File: config.mk
export PLATFORM = sky130hd
export DESIGN_NAME = pfd_guard
export DESIGN_NICKNAME = d
export VERILOG_FILES = /design/src/rtl/pfd_pkg.sv /design/src/rtl/pfd_sync.sv /design/src/rtl/pfd_seq.sv /design/src/rtl/pfd_gate.sv /design/src/rtl/pfd_guard.sv
export SDC_FILE = /design/constraint.sdc
export NUM_CORES = 1
export LEC_CHECK = 0
export ABC_CLOCK_PERIOD_IN_PS = 2000
export BUFFER_PORTS_ARGS = -buffer_cell sky130_fd_sc_hd__buf_4
export CORE_MARGIN = 5
export CORE_UTILIZATION = 52
export DETAILED_ROUTE_END_ITERATION = 10
export PLACE_DENSITY = 0.74
export SETUP_SLACK_MARGIN = 0.4
export SYNTH_ARGS = -nofsm -noshare
export SYNTH_HDL_FRONTEND = slang
export SYNTH_SLANG_ARGS = --single-unit
export TNS_END_PERCENT = 10
File: constraint.sdc
create_clock -name clk -period 2 [get_ports clk]
set_input_delay 0.2 -clock clk [delete_from_list [all_inputs] [get_ports clk]]
set_output_delay 0.2 -clock clk [all_outputs]
set_load 0.005 [all_outputs]
File: src/rtl/pfd_pkg.sv
package pfd_pkg;

    typedef enum logic [1:0] {
        ST_RUN   = 2'd0,
        ST_WARN  = 2'd1,
        ST_DESEL = 2'd2,
        ST_RECOV = 2'd3
    } seq_state_e;

    // Whole cycles of a clock of hz that fit in us microseconds.
    function automatic int unsigned us_to_cyc(input int unsigned hz, input int unsigned us);
        return (hz / 1000) * us / 1000;
    endfunction

endpackage

File: src/rtl/pfd_sync.sv
module pfd_sync #(
    parameter int STAGES = 2
) (
    input  logic clk,
    input  logic rst_n,
    input  logic async_i,
    output logic sync_o
);
    logic [STAGES-1:0] chain_q;

    generate
        for (genvar g = 0; g < STAGES; g++) begin : g_stage
            always_ff @(posedge clk or negedge rst_n) begin
                if (!rst_n) begin
                    chain_q[g] <= 1'b0;
                end else if (g == 0) begin
                    chain_q[g] <= async_i;
                end else begin
                    chain_q[g] <= chain_q[(g == 0) ? 0 : g-1];
                end
            end
        end
    endgenerate

    assign sync_o = chain_q[STAGES-1];
endmodule

File: src/rtl/pfd_seq.sv
module pfd_seq
    import pfd_pkg::*;
#(
    parameter int unsigned DESEL_CYC   = 1000,
    parameter int unsigned RECOV_CYC   = 55000,
    parameter int unsigned IRQ_REL_CYC = 3000
) (
    input  logic clk,
    input  logic rst_n,
    input  logic low_s,
    output logic irq_o,
    output logic prot_o
);
    localparam int CW = $clog2(RECOV_CYC + 1);
    localparam logic [CW-1:0] WARN_LAST  = CW'(DESEL_CYC - 1);
    localparam logic [CW-1:0] RECOV_LAST = CW'(RECOV_CYC - 1);
    localparam logic [CW-1:0] IRQ_LIMIT  = CW'(IRQ_REL_CYC);

    typedef struct packed {
        seq_state_e     st;
        logic [CW-1:0]  cnt;
    } seq_regs_t;

    seq_regs_t cur_q, nxt_d;

    always_comb begin
        nxt_d = cur_q;
        unique case (cur_q.st)
            ST_RUN: begin
                if (low_s) begin
                    nxt_d.st  = ST_WARN;
                    nxt_d.cnt = CW'(1);
                end
            end
            ST_WARN: begin
                if (cur_q.cnt >= WARN_LAST) begin
                    nxt_d.st  = ST_DESEL;
                    nxt_d.cnt = '0;
                end else begin
                    nxt_d.cnt = cur_q.cnt + CW'(1);
                end
            end
            ST_DESEL: begin
                if (!low_s) begin
                    nxt_d.st  = ST_RECOV;
                    nxt_d.cnt = CW'(1);
                end
            end
            ST_RECOV: begin
                if (low_s) begin
                    nxt_d.st  = ST_DESEL;
                    nxt_d.cnt = '0;
                end else if (cur_q.cnt >= RECOV_LAST) begin
                    nxt_d.st  = ST_RUN;
                    nxt_d.cnt = '0;
                end else begin
                    nxt_d.cnt = cur_q.cnt + CW'(1);
                end
            end
            default: nxt_d = cur_q;
        endcase
    end

    always_ff @(posedge clk or negedge rst_n) begin
        if (!rst_n) begin
            cur_q.st  <= ST_RECOV;
            cur_q.cnt <= CW'(1);
        end else begin
            cur_q <= nxt_d;
        end
    end

    assign prot_o = (cur_q.st == ST_DESEL) || (cur_q.st == ST_RECOV);
    assign irq_o  = low_s
                 || (cur_q.st == ST_WARN)
                 || (cur_q.st == ST_DESEL)
                 || ((cur_q.st == ST_RECOV) && (cur_q.cnt < IRQ_LIMIT));


    recov_drop_chk: assert property (@(posedge clk) disable iff (!rst_n)
        (cur_q.st == ST_RECOV && low_s) |=> (cur_q.st == ST_DESEL && irq_o && prot_o));

endmodule

File: src/rtl/pfd_gate.sv
module pfd_gate (
    input  logic prot_i,
    input  logic cs_i,
    input  logic we_i,
    input  logic oe_i,
    output logic mem_we_o,
    output logic dq_oe_o
);
    always_comb begin
        mem_we_o = 1'b0;
        dq_oe_o  = 1'b0;
        if (!prot_i && cs_i) begin
            mem_we_o = we_i;
            dq_oe_o  = oe_i && !we_i;
        end
    end
endmodule

File: src/rtl/pfd_guard.sv
module pfd_guard
    import pfd_pkg::*;
#(
    parameter int unsigned CLK_HZ      = 50_000_000,
    parameter int unsigned DESEL_US    = 20,
    parameter int unsigned RECOV_US    = 1100,
    parameter int unsigned IRQ_REL_US  = 60,
    parameter int          SYNC_STAGES = 2
) (
    input  logic clk,
    input  logic rst_n,
    input  logic supply_low_i,
    input  logic bus_cs_i,
    input  logic bus_we_i,
    input  logic bus_oe_i,
    output logic irq_pull_o,
    output logic wprot_o,
    output logic hiz_o,
    output logic mem_we_o,
    output logic dq_oe_o
);
    localparam int unsigned DESEL_CYC   = us_to_cyc(CLK_HZ, DESEL_US);
    localparam int unsigned RECOV_CYC   = us_to_cyc(CLK_HZ, RECOV_US);
    localparam int unsigned IRQ_REL_CYC = us_to_cyc(CLK_HZ, IRQ_REL_US);
    localparam int unsigned WARN_MIN    = us_to_cyc(CLK_HZ, 10);
    localparam int unsigned WARN_MAX    = us_to_cyc(CLK_HZ, 40);
    localparam int unsigned REC_MIN     = us_to_cyc(CLK_HZ, 1000);
    localparam int unsigned IRQ_MAX     = us_to_cyc(CLK_HZ, 120);

    logic low_s;
    logic prot;

    pfd_sync #(.STAGES(SYNC_STAGES)) u_sync (
        .clk     (clk),
        .rst_n   (rst_n),
        .async_i (supply_low_i),
        .sync_o  (low_s)
    );

    pfd_seq #(
        .DESEL_CYC   (DESEL_CYC),
        .RECOV_CYC   (RECOV_CYC),
        .IRQ_REL_CYC (IRQ_REL_CYC)
    ) u_seq (
        .clk    (clk),
        .rst_n  (rst_n),
        .low_s  (low_s),
        .irq_o  (irq_pull_o),
        .prot_o (prot)
    );

    pfd_gate u_gate (
        .prot_i   (prot),
        .cs_i     (bus_cs_i),
        .we_i     (bus_we_i),
        .oe_i     (bus_oe_i),
        .mem_we_o (mem_we_o),
        .dq_oe_o  (dq_oe_o)
    );

    assign wprot_o = prot;
    assign hiz_o   = prot;

    // Interval monitors for the timing windows
    logic [31:0] lat_q, rec_q, good_q;

    always_ff @(posedge clk or negedge rst_n) begin
        if (!rst_n) begin
            lat_q  <= '0;
            rec_q  <= '0;
            good_q <= '0;
        end else begin
            lat_q  <= !irq_pull_o ? '0 : (!prot ? lat_q + 32'd1 : lat_q);
            rec_q  <= low_s ? '0 : (prot ? rec_q + 32'd1 : rec_q);
            good_q <= low_s ? '0 : ((good_q < IRQ_MAX) ? good_q + 32'd1 : good_q);
        end
    end


    irq_on_low_chk: assert property (@(posedge clk) disable iff (!rst_n)
        low_s |-> irq_pull_o);


    warn_window_chk: assert property (@(posedge clk) disable iff (!rst_n)
        $rose(wprot_o) |-> (lat_q >= WARN_MIN && lat_q <= WARN_MAX));


    bus_blocked_chk: assert property (@(posedge clk) disable iff (!rst_n)
        wprot_o |-> (!mem_we_o && !dq_oe_o && hiz_o));


    recov_min_chk: assert property (@(posedge clk) disable iff (!rst_n)
        $fell(wprot_o) |-> (rec_q >= REC_MIN));


    irq_release_chk: assert property (@(posedge clk) disable iff (!rst_n)
        (good_q >= IRQ_MAX && !low_s) |-> !irq_pull_o);

endmodule

; ---- After elaboration in Yosys (flattened, before gate mapping)
; Cells that the tools add are included.
[op_classes]
addsub = 1
order_cmp = 3
eq_ne = 7
muxes = 10
n_reduce_logical = 12
[op_table]
columns = cell, count
row1 = one-hot mux 18 bit (4 select lines), 1
row2 = 2-to-1 mux 18 bit, 3
row3 = 2-to-1 mux 16 bit, 2
row4 = adder 16 x 1 -> 16 bit (second input constant), 1
row5 = greater-or-equal comparator 16 x 10 -> 1 bit (second input constant), 1
row6 = greater-or-equal comparator 16 bit (second input constant), 1
row7 = less-than comparator 16 x 12 -> 1 bit (second input constant), 1
row8 = equality test 2 bit (second input constant), 2
row9 = logical OR 1 bit, 4
row10 = 2-to-1 mux 2 bit, 2
row11 = inequality test 2 bit (second input constant), 2
row12 = AND reduction 4 bit, 1
row13 = logical AND 1 bit, 3
row14 = inequality test 3 x 2 -> 1 bit (second input constant), 1
row15 = equality test 2 x 1 -> 1 bit (second input constant), 1
row16 = logical NOT 1 bit, 2
row17 = logical NOT 2 bit, 1
row18 = 2-to-1 mux 1 bit, 2
row19 = inequality test 2 x 1 -> 1 bit (second input constant), 1
row20 = AND reduction 2 bit, 1
[word_totals]
ff_bits = 20
in_bits = 6
output_inout_bits = 5
wordCells = 37

; ---- Logic depth before layout (Yosys ltp)
; Gate-level depths: netlist of the first run.
[logic_depth]
word_depth = 5
mapped_depth = 8
depth_no_buf = 6

; ---- By module
; Synthesis of the first run repeated with hierarchy kept, for this count alone.
[unflattened]
hier_cells = 126
area_unflattened_um2 = 1163.6
[modules_own_cells]
columns = mod, instances, cells_per_inst, area_per_inst_um2, seq_area_each_um2
row1 = pfd_seq, 1, 121, 1083.5, 454.2
row2 = pfd_sync, 1, 2, 50.0, 50.0
row3 = pfd_gate, 1, 2, 22.5, 0.0
row4 = pfd_guard, 1, 1, 7.5, 0.0

; ---- Worst setup path before layout of the first run
; No wires, ideal clock.
[synth_timing]
kind = register -> register
start = register u_seq.cur_q[1] (netlist name)
end = register u_seq.cur_q[3] (netlist name)
setup_time_ns = 0.092
arrival_time_ns = 1.790
required_time_ns = 1.908
slack_ns = 0.118
stages_incl_launch_ff = 8
period_less_slack_ns = 1.882
cell_sequence = dfrtp_1 -> ha_1 -> a211o_1 -> a311oi_4 -> or2_1 -> buf_4 -> o221ai_1 -> o31ai_2
[synth_via]
elab_chain_cells = 4
elab_cells_between_ends = 7
[synth_lines]
columns = element, line
row1 = start: declaration, pfd_seq.sv:24  ; seq_regs_t cur_q, nxt_d;
row2 = start signal: assignment, pfd_seq.sv:69  ; cur_q <= nxt_d;
row3 = adder 16 x 1 -> 16 bit or greater-or-equal comparator 16 bit (tied branches), "pfd_seq.sv:40, pfd_seq.sv:57, pfd_seq.sv:53"
row4 = 2-to-1 mux 16 bit, pfd_seq.sv:53  ; end else if (cur_q.cnt >= RECOV_LAST) begin
row5 = 2-to-1 mux 18 bit, pfd_seq.sv:50  ; if (low_s) begin
row6 = one-hot mux 18 bit (4 select lines) (*), pfd_seq.sv:28  ; unique case (cur_q.st)
; Every way passes the cells marked *; elsewhere a longest branch is shown, timed or not.
; A chain may end at the register's enable or synchronous reset.

; ---- Worst setup path in the final report of the first run
[layout_timing]
start = register u_seq.cur_q[17] (netlist name)
end = register u_seq.cur_q[0] (netlist name)
[layout_via]
elab_chain_cells = 3
elab_cells_between_ends = 8
[layout_lines]
columns = element, line
row1 = equality test 2 bit or logical NOT 2 bit (tied branches), pfd_seq.sv:28
row2 = inequality test 2 bit (no line), -
row3 = AND reduction 2 bit (no line), -
; Parallel ways exist; a longest one is shown, timed or not.

==> flow_summary.json, run 1 <==
{
  "clk_pin_slew_ns": 0.12,
  "cts_root_buf": "clkbuf_4",
  "arrival_ns": 2.15,
  "syn2layout_area_growth_pct": 30.8,
  "core_mm2": 0.00223,
  "maxSlewViolCount": 0,
  "final_cells": 184,
  "peakVddDrop_mv": 0.875,
  "ctsLongestPathBuffers": 2,
  "clkSinkCount": 20,
  "hold_class": "primary input to async pin",
  "synth_seq_cells": 20,
  "vias": 1228,
  "num_rows": 17,
  "cp-start-kind": "flop",
  "worstPathRequired_ns": 2.21,
  "grt_max_degree": 21,
  "status": "completed",
  "ant_nets": 0,
  "synth_area_leaders": "dfrtp_1, dfstp_2, o221ai_1",
  "place_ws_ns": 0.0108,
  "holdWs_ns": 0.308,
  "crit_chain": "and2b_1 > o211ai_1 > a21oi_2 > buf_4 > o21ai_2 > a22oi_1",
  "insertion_delay_ns": 0.31,
  "fin_crit_sh": 0.967,
  "wl_per_cell_um": 19.0,
  "synth_cells": 131,
  "synth_largest_area_cell": "dfrtp_1",
  "grt_pass1_vias": 1166,
  "clock-skew-final_ns": 0.0153,
  "cpPeakStageDelay_ns": 0.62,
  "syn-cell-area_mm2": 0.00122,
  "synth-simple-area-share": 0.223,
  "drc": 0,
  "synth.area.mux_share": 0,
  "syn_avg_cell_area_um2": 9.33,
  "dieArea_mm2": 0.00342,
  "rsz0062_at_grt": "true",
  "postSynth.asyncResetShare": 1.00,
  "critPathSlowestCell": "dfstp_2",
  "p_per_area_mw_per_mm2": 943,
  "endpoint_kind": "flop",
  "drive_gt1_frac": 0.410,
  "critical_path_class": "flop to flop",
  "grt-ovfl-total": 0,
  "placed_cells": 170,
  "grt_pass1_wl_mm": 5.61,
  "setup_viol": 0,
  "max_freq_mhz": 517,
  "synth_top_area_frac": 0.348,
  "synthAdderAreaFrac": 0.0102,
  "power.leakage_nw": 0.656,
  "finalCriticalPeriod_ns": 1.93,
  "die_w_um": 58.5,
  "cts.htree.levels": 1,
  "finalHoldViolCount": 0,
  "numPortBuffers": 10,
  "tritoncts": "done",
  "cp_max_fo": 12,
  "antennaDiodeCount": 0,
  "drtIter0Drc": 86,
  "dr.pass1.iters": 5,
  "synth-edff-count": 0,
  "grt_usage": 0.212,
  "layout.nets": 164,
  "dp_hpwl_mm": 2.13,
  "yosysWarnings": 0,
  "fin_area_mm2": 0.00160,
  "synth_flop_cell": "dfrtp_1",
  "place_congestion": 0.884,
  "synth_top_family_by_area": "compound AO/OA/AOI/OAI gates",
  "wl_mm": 3.49,
  "synth_compound_area_frac": 0.284,
  "finalPower_mw": 1.51,
  "synth_nets": 138,
  "ys_seq_area_frac": 0.412,
  "synth_xor_area_frac": 0,
  "initial_utilization": 0.547,
  "setup_slack_ns": 0.0663,
  "die_h_um": 58.5,
  "placed_area_mm2": 0.00138,
  "maxCapViolCount": 0,
  "worst_slew_pin_slew_ns": 0.465,
  "cts_buffers": 3,
  "boundaryPins": 11,
  "synth_cell_types": 40,
  "maxSlewHeadroom": 0.689,
  "antenna_found_initial": 0,
  "vias_per_cell": 6.67
}
[Yosys cell counts, types with 3 or more instances]
library cell  number
o31ai_1            6
a21oi_1            5
buf_2              3
nand3_1           11
inv_1              3
clkbuf_1           6
and3_1             3
o221ai_1           9
a31oi_1            3
dfrtp_1           17
o21ai_1            5
nor2_1             8
o21ai_0            7
nand2_1            8
dfstp_2            3
[cells by family after synthesis]
family / after synthesis
flops: 20
compound gates: 46
simple gates: 48
buf+inv: 16
fa+ha+maj: 1
[layout make-up]
class                      instances  area [um2]
timing repair buffer              34         279
sequential                        20         507
tap                               28        35.0
inverter                           3        11.3
fill                             175         634
clock buffer                       4        26.3
multi-input combinational         95         741
[path summary, 6_finish.rpt]
path                       cells after the start         startpoint         endpoint  slack [ns]
min                                            2              rst_n   u_seq.cur_q[5]        0.31
max in group asynchronous                      2              rst_n  u_seq.cur_q[17]        1.40
min in group clk                               0  u_sync.chain_q[0]    u_sync.sync_o        0.36
min reg2reg                                    0  u_sync.chain_q[0]    u_sync.sync_o        0.36
max                                            6    u_seq.cur_q[17]   u_seq.cur_q[0]        0.07
max reg2reg                                    6    u_seq.cur_q[17]   u_seq.cur_q[0]        0.07
[worst max-delay path, delay by kind of cell (launching register included)]
kind / cells / cell delay, ns
AO/OA/AOI/OAI: 4 / 0.65
buffers and inverters: 1 / 0.28
flip-flops: 1 / 0.62
AND/OR/NAND/NOR: 1 / 0.29
[metrics by stage]
stage	setup TNS, ns	util
after floorplan	0	-
after global placement	0	0.617
after CTS	0	0.691
final	0	0.716
after detailed placement	0	0.617
after global routing	-0.208	0.716
[placed cells by master (no fill, tap or decap), types with 2 or more instances in the layout]
cell / Yosys / final
nand2_1: 8 / 8
buf_4: 2 / 28
inv_1: 3 / 3
a31oi_1: 3 / 3
dfrtp_1: 17 / 15
o221ai_2: 0 / 7
nor3_1: 2 / 2
o221ai_1: 9 / 2
o31ai_1: 6 / 4
o21ai_1: 5 / 4
o32ai_2: 0 / 2
a22oi_1: 2 / 2
nor2_4: 0 / 2
dfstp_2: 3 / 3
nand3_1: 11 / 11
and3_1: 3 / 3
o31ai_2: 2 / 4
dfrtp_2: 0 / 2
a21oi_1: 5 / 4
nand4_1: 2 / 2
nor2_1: 8 / 8
o21ai_2: 0 / 3
and4_1: 2 / 2
o21ai_0: 7 / 5
clkbuf_4: 0 / 3
dlygate4sd3_1: 0 / 2
buf_6: 2 / 3
[registers in the layout, summed over array words and instances (netlist names)]
name / cells
u_seq.cur_q: 18
u_sync.chain_q: 1
u_sync.sync_o: 1
[report_power, final]
part | internal [mW] | leakage, nW | switching (mW)
Clock | 0.0777 | 0.0150 | 0.124
Sequential | 0.472 | 0.260 | 0.0568
Combinational | 0.312 | 0.381 | 0.466
[repair_timing]
action | 4_1_cts | 5_1_grt
pin swaps | 4 | 5
cloned | 1 | 0
hold buffers | 1 | 1
endpoints found under the setup margin | 19 | 19
setup buffers | 6 | 1
hold endpoints to repair | 17 | 1
gates resized for setup | 19 | 8
[metal layers]
| metal | share of wire | global-route usage | vias to the layer above | wire, um |
|---|---|---|---|---|
| met5 | 0 | 0 | - | 0 |
| met4 | 0.021 | 0.0563 | 0 | 75 |
| met3 | 0.089 | 0.0219 | 15 | 312 |
| met2 | 0.48 | 0.367 | 74 | 1680 |
| met1 | 0.41 | 0.280 | 578 | 1430 |
| li1 | - | - | 561 | - |
No activity file was read; power rests on OpenSTA's default activity.
==> run 2: changes to the inputs <==
--- a/config.mk
+++ b/config.mk
@@ -7,10 +7,12 @@
 export LEC_CHECK = 0
 export ABC_CLOCK_PERIOD_IN_PS = 2000
 export BUFFER_PORTS_ARGS = -buffer_cell sky130_fd_sc_hd__buf_4
+export CELL_PAD_IN_SITES_DETAIL_PLACEMENT = 0
+export CELL_PAD_IN_SITES_GLOBAL_PLACEMENT = 2
 export CORE_MARGIN = 5
-export CORE_UTILIZATION = 52
+export CORE_UTILIZATION = 33
 export DETAILED_ROUTE_END_ITERATION = 10
-export PLACE_DENSITY = 0.74
+export PLACE_DENSITY_LB_ADDON = 0.1
 export SETUP_SLACK_MARGIN = 0.4
 export SYNTH_ARGS = -nofsm -noshare
 export SYNTH_HDL_FRONTEND = slang
==> flow_summary.json, run 2 (synthesis gave the netlist of run 1 again) <==
{
  "status": "completed",
  "hold_class": "primary input to flop",
  "layout.nets": 169,
  "holdWs_ns": 0.0479,
  "worstPathRequired_ns": 1.80,
  "maxSlewHeadroom": 0.804,
  "fin_area_mm2": 0.00166,
  "cts_buffers": 3,
  "tritoncts": "done",
  "finalCriticalPeriod_ns": 1.88,
  "clock-skew-final_ns": 0.00547,
  "fin_setup_tns_ns": 0,
  "clk_pin_slew_ns": 0.08,
  "maxSlewViolCount": 0,
  "wl_mm": 3.41,
  "dr.pass1.iters": 4,
  "ctsLongestPathBuffers": 2,
  "boundaryPins": 11,
  "grt_max_degree": 21,
  "cts_root_buf": "clkbuf_8",
  "drc": 0,
  "endpoint_kind": "output port",
  "critical_path_class": "flop to output port",
  "antennaDiodeCount": 0,
  "grt_pass1_wl_mm": 5.92,
  "antenna_found_initial": 0,
  "setup_slack_ns": 0.118,
  "worst_slew_pin_slew_ns": 0.291,
  "fin_util": 0.457,
  "dp_hpwl_mm": 2.44,
  "vias": 1170,
  "rsz0062_at_grt": "true",
  "regToRegEndpoint": "u_seq.cur_q[9]",
  "max_freq_mhz": 531,
  "num_rows": 22,
  "p_per_area_mw_per_mm2": 926,
  "vias_per_cell": 5.60,
  "path_depth": 7,
  "finalHoldViolCount": 0,
  "power.leakage_nw": 0.692,
  "mostFrequentLayoutCells": "buf_4, dfrtp_1, nand3_1",
  "syn2layout_area_growth_pct": 35.7,
  "core_mm2": 0.00363,
  "insertion_delay_ns": 0.26,
  "clkSinkCount": 20,
  "placed_cells": 198,
  "grt-ovfl-total": 0,
  "drtIter0Drc": 46,
  "initial_utilization": 0.336,
  "placed_area_mm2": 0.00148,
  "maxCapViolCount": 0,
  "final_cells": 209,
  "peakVddDrop_mv": 0.315,
  "cp_max_fo": 4,
  "r2r_start": "u_seq.cur_q[15]",
  "final_common_cell": "buf_4",
  "r2r_slack_ns": 0.13,
  "grt_usage": 0.145,
  "setup_viol": 0,
  "numPortBuffers": 10,
  "fin_crit_sh": 0.941,
  "dieArea_mm2": 0.00502,
  "largest_reg_flops": 18,
  "die_h_um": 70.9,
  "die_w_um": 70.9,
  "critical_path.top_delay_family": "compound AO/OA/AOI/OAI gates",
  "place_ws_ns": -0.0685,
  "place_congestion": 0.871,
  "cpPeakStageDelay_ns": 0.39,
  "rr_worst_depth": 5,
  "critPathSlowestCell": "dfrtp_1",
  "hp-start": "supply_low_i",
  "regMostFlops": "u_seq.cur_q",
  "grt_pass1_vias": 1205,
  "crit_start": "u_seq.cur_q[5]",
  "arrival_ns": 1.68,
  "crit_end": "irq_pull_o",
  "cts.htree.levels": 1,
  "wl_per_cell_um": 16.3,
  "crit_chain": "buf_6 > and3_4 > o2111a_1 > o21ai_2 > nand2b_1 > a31oi_1 > buf_4",
  "critical_path_buf_inv_count": 2,
  "ant_nets": 0,
  "cp-start-kind": "flop",
  "finalPower_mw": 1.54,
  "drive_gt1_frac": 0.410
}
==> run 2: changes by cell type in the layout (fill, tap and decap cells not counted), sizes merged <==
cell         previous run  this run
dlygate4sd3             2         1
buf                    32        38
==> run 2: power by group <==
part / switching, mW / total [mW] / internal [mW]
logic: 0.404 / 0.709 / 0.305
clock network: 0.139 / 0.314 / 0.175
registers: 0.0425 / 0.513 / 0.471
total: 0.585 / 1.54 / 0.951
==> run 2: timing repair <==
| item | 4_1_cts | 5_1_grt |
|---|---|---|
| hold endpoints to repair | 17 | 0 |
| gates resized for setup | 9 | 9 |
| pin swaps | 4 | 2 |
| setup endpoints to repair | 19 | 19 |
| buffers inserted | 2 | 4 |
| hold buffers | 1 | 0 |
==> run 2: final cells by class <==
cell class / instances / area (um2)
clock buffers: 4 / 55.1
flip-flops and latches: 20 / 507
fillers: 361 / 1970
multi-input cells: 95 / 714
repair buffers: 39 / 312
inverters: 3 / 11.3
well taps: 48 / 60.1
==> run 2: metal layers <==
layer / routed length [um] / track usage / up-vias
met5: 0 / 0 / -
met2: 1610 / 0.237 / 31
li1: - / - / 568
met4: 37 / 0.0501 / 0
met1: 1570 / 0.191 / 565
met3: 187 / 0.0313 / 6
==> run 2: how the worst min path moves through the flow <==
stage	end	slack [ns]	depth (start not counted)
finish	u_sync.chain_q[0]	0.05	1
global route	u_sync.chain_q[0]	0.04	1
CTS	u_sync.chain_q[0]	0.04	1
detailed placement	u_sync.chain_q[0]	0.1	1
global placement	u_seq.cur_q[11]	0.1	1
floorplan	u_seq.cur_q[10]	-0.1	0
